===== config.mk =====
export PLATFORM = sky130hd
export DESIGN_NAME = updown_pwm_timer
export DESIGN_NICKNAME = d
export VERILOG_FILES = /design/src/rtl/tmr_pkg.sv /design/src/rtl/tmr_period_regs.sv /design/src/rtl/tmr_count_core.sv /design/src/rtl/tmr_event_gen.sv /design/src/rtl/updown_pwm_timer.sv
export SDC_FILE = /design/constraint.sdc
export NUM_CORES = 1
export LEC_CHECK = 0
export CORE_MARGIN = 5
export CORE_UTILIZATION = 53
export CTS_CLUSTER_SIZE = 16
export DETAILED_ROUTE_END_ITERATION = 16
export PLACE_DENSITY = 0.88
export SLEW_MARGIN = 40
export SYNTH_ARGS = -nofsm -noshare
export SYNTH_HDL_FRONTEND = slang
export SYNTH_SLANG_ARGS = --single-unit

===== constraint.sdc =====
create_clock -name clk -period 6.6 [get_ports clk]
set_input_delay 1.32 -clock clk [delete_from_list [all_inputs] [get_ports clk]]
set_output_delay 1.32 -clock clk [all_outputs]
set_load 0.1 [all_outputs]

===== src/rtl/tmr_pkg.sv =====
package tmr_pkg;
  typedef enum logic [1:0] {
    PH_RISE  = 2'd0,
    PH_CREST = 2'd1,
    PH_PEAK  = 2'd2,
    PH_FALL  = 2'd3
  } tmr_phase_e;
endpackage


===== src/rtl/tmr_period_regs.sv =====
module tmr_period_regs #(
  parameter int unsigned           W            = 16,
  parameter logic [W-1:0]          RESET_PERIOD = 16'h0010
) (
  input  logic         clk,
  input  logic         rst_n,
  input  logic         wr,
  input  logic [W-1:0] wdata,
  input  logic         xfer,
  output logic [W-1:0] active
);
  logic [W-1:0] shadow_q;
  logic [W-1:0] active_q;

  // the transfer always takes the value held before this edge
  always_ff @(posedge clk) begin
    if (!rst_n) begin
      shadow_q <= RESET_PERIOD;
      active_q <= RESET_PERIOD;
    end else begin
      if (wr)   shadow_q <= wdata;
      if (xfer) active_q <= shadow_q;
    end
  end

  assign active = active_q;
endmodule


===== src/rtl/tmr_count_core.sv =====
module tmr_count_core
  import tmr_pkg::*;
#(
  parameter int unsigned W = 16
) (
  input  logic         clk,
  input  logic         rst_n,
  input  logic         advance,
  input  logic [W-1:0] period,
  output logic [W-1:0] count,
  output logic         dir_down,
  output logic         hit_rise,
  output logic         hit_peak
);
  localparam logic [W-1:0] ONE = {{(W-1){1'b0}}, 1'b1};

  tmr_phase_e   ph_q, ph_nx;
  logic [W-1:0] cnt_q, cnt_nx;

  always_comb begin
    cnt_nx   = cnt_q;
    ph_nx    = ph_q;
    hit_rise = 1'b0;
    hit_peak = 1'b0;
    if (advance) begin
      unique case (ph_q)
        PH_RISE: begin
          cnt_nx = cnt_q + ONE;
          if (cnt_nx == period) begin
            hit_rise = 1'b1;
            ph_nx    = PH_CREST;
          end
        end
        PH_CREST: begin
          cnt_nx = cnt_q + ONE;
          ph_nx  = PH_PEAK;
        end
        PH_PEAK: begin
          cnt_nx   = cnt_q - ONE;
          ph_nx    = PH_FALL;
          hit_peak = 1'b1;
        end
        PH_FALL: begin
          cnt_nx = cnt_q - ONE;
          if (cnt_nx == '0) ph_nx = PH_RISE;
        end
        default: ph_nx = PH_RISE;
      endcase
    end
  end

  always_ff @(posedge clk) begin
    if (!rst_n) begin
      cnt_q <= '0;
      ph_q  <= PH_RISE;
    end else begin
      cnt_q <= cnt_nx;
      ph_q  <= ph_nx;
    end
  end

  assign count    = cnt_q;
  assign dir_down = (ph_q == PH_FALL);
endmodule


===== src/rtl/tmr_event_gen.sv =====
module tmr_event_gen (
  input  logic clk,
  input  logic rst_n,
  input  logic hit_rise,
  input  logic hit_peak,
  output logic ext_trig,
  output logic pm_up,
  output logic shadow_xfer
);
  logic ext_q, pm_q, xf_q;

  always_ff @(posedge clk) begin
    if (!rst_n) begin
      ext_q <= 1'b0;
      pm_q  <= 1'b0;
      xf_q  <= 1'b0;
    end else begin
      ext_q <= hit_rise | hit_peak;
      pm_q  <= hit_rise;
      xf_q  <= hit_rise;
    end
  end

  assign ext_trig    = ext_q;
  assign pm_up       = pm_q;
  assign shadow_xfer = xf_q;
endmodule


===== src/rtl/updown_pwm_timer.sv =====
module updown_pwm_timer #(
  parameter int unsigned  W            = 16,
  parameter logic [W-1:0] RESET_PERIOD = 16'h0010
) (
  input  logic         clk,
  input  logic         rst_n,
  input  logic         run,
  input  logic         cnt_en,
  input  logic         per_wr,
  input  logic [W-1:0] per_wdata,
  output logic [W-1:0] count,
  output logic         dir_down,
  output logic         ext_trig,
  output logic         pm_up,
  output logic         shadow_xfer
);
  logic         advance;
  logic [W-1:0] period_act;
  logic         hit_rise, hit_peak;

  assign advance = run & cnt_en;

  tmr_period_regs #(.W(W), .RESET_PERIOD(RESET_PERIOD)) u_per (
    .clk    (clk),
    .rst_n  (rst_n),
    .wr     (per_wr),
    .wdata  (per_wdata),
    .xfer   (hit_rise),
    .active (period_act)
  );

  tmr_count_core #(.W(W)) u_core (
    .clk      (clk),
    .rst_n    (rst_n),
    .advance  (advance),
    .period   (period_act),
    .count    (count),
    .dir_down (dir_down),
    .hit_rise (hit_rise),
    .hit_peak (hit_peak)
  );

  tmr_event_gen u_evt (
    .clk         (clk),
    .rst_n       (rst_n),
    .hit_rise    (hit_rise),
    .hit_peak    (hit_peak),
    .ext_trig    (ext_trig),
    .pm_up       (pm_up),
    .shadow_xfer (shadow_xfer)
  );
endmodule


==> impl_metrics.json <==
{
  "syn2layout_area_growth_pct": 9.969,
  "setup_tns_ns": 0,
  "die_w_um": 88.01,
  "final_area_mm2": 0.003547,
  "die_h_um": 88.01,
  "cts_max_level": 2,
  "synthSimpleGateAreaFrac": 0.2886,
  "post-cts-setup-buffers": 0,
  "grt_first_pass_wirelength_um": 11970,
  "cp.required_ns": 6.85,
  "cts.sinks": 52,
  "period_needed_ns": 3.506,
  "post_synth_instance_area_mm2": 0.003226,
  "ir_drop_mv": 0.1424,
  "drive_above_1_share": 0.1071,
  "maxCapViolations": 0,
  "finalNonFillerCells": 486,
  "synthAdderAreaFrac": 0.02327,
  "io_pins": 41,
  "skew_ns": 0.009802,
  "cts_buffers": 5,
  "root_buffer": "clkbuf_8",
  "drc_errors": 0,
  "ys_ff_latch": 52,
  "die_area_mm2": 0.007746,
  "arrival_ns": 3.76,
  "crit_path_start_kind": "input port",
  "power_density_mw_per_mm2": 165.0,
  "synth_xor_area_frac": 0.09503,
  "cts_tree": "built",
  "clk_path_buf_depth": 2,
  "cp_max_fo": 18,
  "grt_max_degree": 37,
  "wl_per_cell_um": 15.09,
  "core_area_mm2": 0.005921,
  "antenna_found_initial": 0,
  "io_buffers": 40,
  "reg2reg_depth": 9,
  "num_rows": 28,
  "antenna_left": 0,
  "final_util": 0.5991,
  "n_antenna_cell": 0,
  "gp_congestion": 0.9620,
  "synth_top_family_by_area": "simple AND/OR/NAND/NOR gates",
  "synth.avg_cell_area_um2": 8.187,
  "final_nets": 437,
  "syn_inst": 394,
  "max-slew-margin-rel": 0.5342,
  "insertion_delay_ns": 0.31,
  "fin_crit_sh": 0.5312,
  "dpl_cell_area_mm2": 0.003461,
  "cp-end-kind": "flop",
  "ys_seq_area_frac": 0.3227,
  "ys.warnings.count": 0,
  "synth_nets": 421,
  "detail_route.iter0.violations": 223,
  "synth_edf_count": 0,
  "place_hpwl_um": 5378,
  "synth_compound_area_frac": 0.1051,
  "grt-ovfl-total": 0,
  "worstHoldPathType": "flop to flop",
  "vias": 2823,
  "finalHoldViolations": 0,
  "finalSetupViolCount": 0,
  "grt_pass1_vias": 2583,
  "postCtsHoldBufs": 0,
  "clock.fmax_ghz": 0.2853,
  "clk_pin_slew_ns": 0.10,
  "synth.area.mux_share": 0.1024,
  "start_util": 0.5448,
  "yosys.cell_types.count": 57,
  "routed_wl_um": 7332,
  "dp.cells": 478,
  "ys.flop_type": "dfxtp_1",
  "holdPathStages": 2,
  "status": "complete, no violations",
  "worstSetupPathType": "input port to flop",
  "layout_common_cells": "52 x nor2_1, 52 x dfxtp_1, 49 x nand2_1",
  "grt_usage": 0.1917,
  "firstDrtPassIters": 4,
  "async_flop_share": 0,
  "vias_per_cell": 5.809,
  "cts_resized": 0,
  "rsz0062_at_grt": "no",
  "leakagePower_nw": 1.312,
  "max_slew.worst_pin.slew_ns": 0.6977,
  "drv_slew": 0
}
power breakdown:
part	internal [mW]	switching (mW)	total (mW)
logic	0.0278	0.0403	0.0681
clock network	0.0763	0.113	0.189
registers	0.321	0.00732	0.328
total	0.425	0.161	0.585
cells by family (layout without fill, tap and decap cells):
family / count (synthesis) / after routing
AO/OA/AOI/OAI: 48 / 48
XOR/XNOR: 35 / 35
adder cells (fa/ha/maj): 6 / 6
buffers and inverters: 41 / 58
flip-flops: 52 / 52
multiplexers: 33 / 33
AND/OR/NAND/NOR: 179 / 179
synthesized netlist by cell type (2+ instances only):
cell | number | area [um^2]
a311oi_1 | 2 | 17.52
nand3b_1 | 4 | 30.03
a211oi_1 | 4 | 30.03
buf_4 | 3 | 22.52
or4_1 | 3 | 22.52
mux2i_1 | 33 | 330.3
nand3_1 | 12 | 60.06
xnor2_1 | 26 | 227.7
inv_1 | 7 | 26.28
and2_1 | 2 | 12.51
clkbuf_1 | 14 | 52.55
o21ai_0 | 10 | 50.05
ha_1 | 6 | 75.07
buf_6 | 3 | 33.78
a21o_1 | 2 | 15.01
nor4_1 | 6 | 37.54
dfxtp_1 | 52 | 1041
nor4bb_1 | 2 | 20.02
nand4_1 | 9 | 56.30
xor2_1 | 9 | 78.83
nor4_2 | 3 | 37.54
a21oi_1 | 13 | 65.06
nor2_1 | 52 | 195.2
a31oi_1 | 3 | 18.77
nand2_1 | 49 | 183.9
nor3_1 | 12 | 60.06
o31a_1 | 2 | 17.52
and3_1 | 3 | 18.77
a211o_1 | 2 | 17.52
or3_1 | 6 | 37.54
nor2b_1 | 3 | 18.77
buf_2 | 12 | 60.06
flip-flops by register name, summed over array words and instances, names as in the netlist:
name / cells
u_evt.pm_up: 1
u_per.shadow_q: 16
u_core.ph_q: 2
u_evt.ext_trig: 1
u_per.active: 16
u_core.count: 16
final timing paths:
kind                          start              end  slack [ns]
hold / removal    u_per.shadow_q[6]  u_per.active[6]        0.47
hold reg to reg   u_per.shadow_q[6]  u_per.active[6]        0.47
setup / recovery             cnt_en   u_core.ph_q[1]        3.09
setup reg to reg    u_core.count[0]  u_per.active[9]        3.20
critical path, stage by stage:
cell and delay [ns]:
clkdlybuf4s50_1 0.47, nand2_1 0.37, nor4_1 0.38, nand4_1 0.13, a221o_1 0.28, a21o_1 0.23
or4b_1 0.47, nand4_1 0.11
stage by stage:
stage          power [mW]  hold slack [ns]  setup slack, ns
3_5_place_dp       0.4033           0.4541            2.769
5_1_grt            0.6094           0.4881            2.829
2_1_floorplan      0.3815           0.4347            3.302
6_report           0.5853           0.4696            3.094
3_3_place_gp       0.4028           0.4487            2.861
4_1_cts            0.5913           0.4715            3.093
routing by layer:
| layer | global-route usage | routed length [um] |
|---|---|---|
| met5 | 0 | 0 |
| met4 | 0.06319 | 104 |
| met3 | 0.02728 | 501 |
| met2 | 0.3205 | 3458 |
| met1 | 0.2544 | 3268 |
area by class of cell:
| class | instances | area, um^2 |
|---|---|---|
| well taps | 75 | 93.84 |
| flip-flops and latches | 52 | 1041 |
| clock inverters | 3 | 22.52 |
| repair buffers | 42 | 309.0 |
| fillers | 533 | 2374 |
| multi-input cells | 301 | 1982 |
| clock buffers | 5 | 68.82 |
| inverters | 8 | 30.03 |
(Power assumes the default switching activity.)
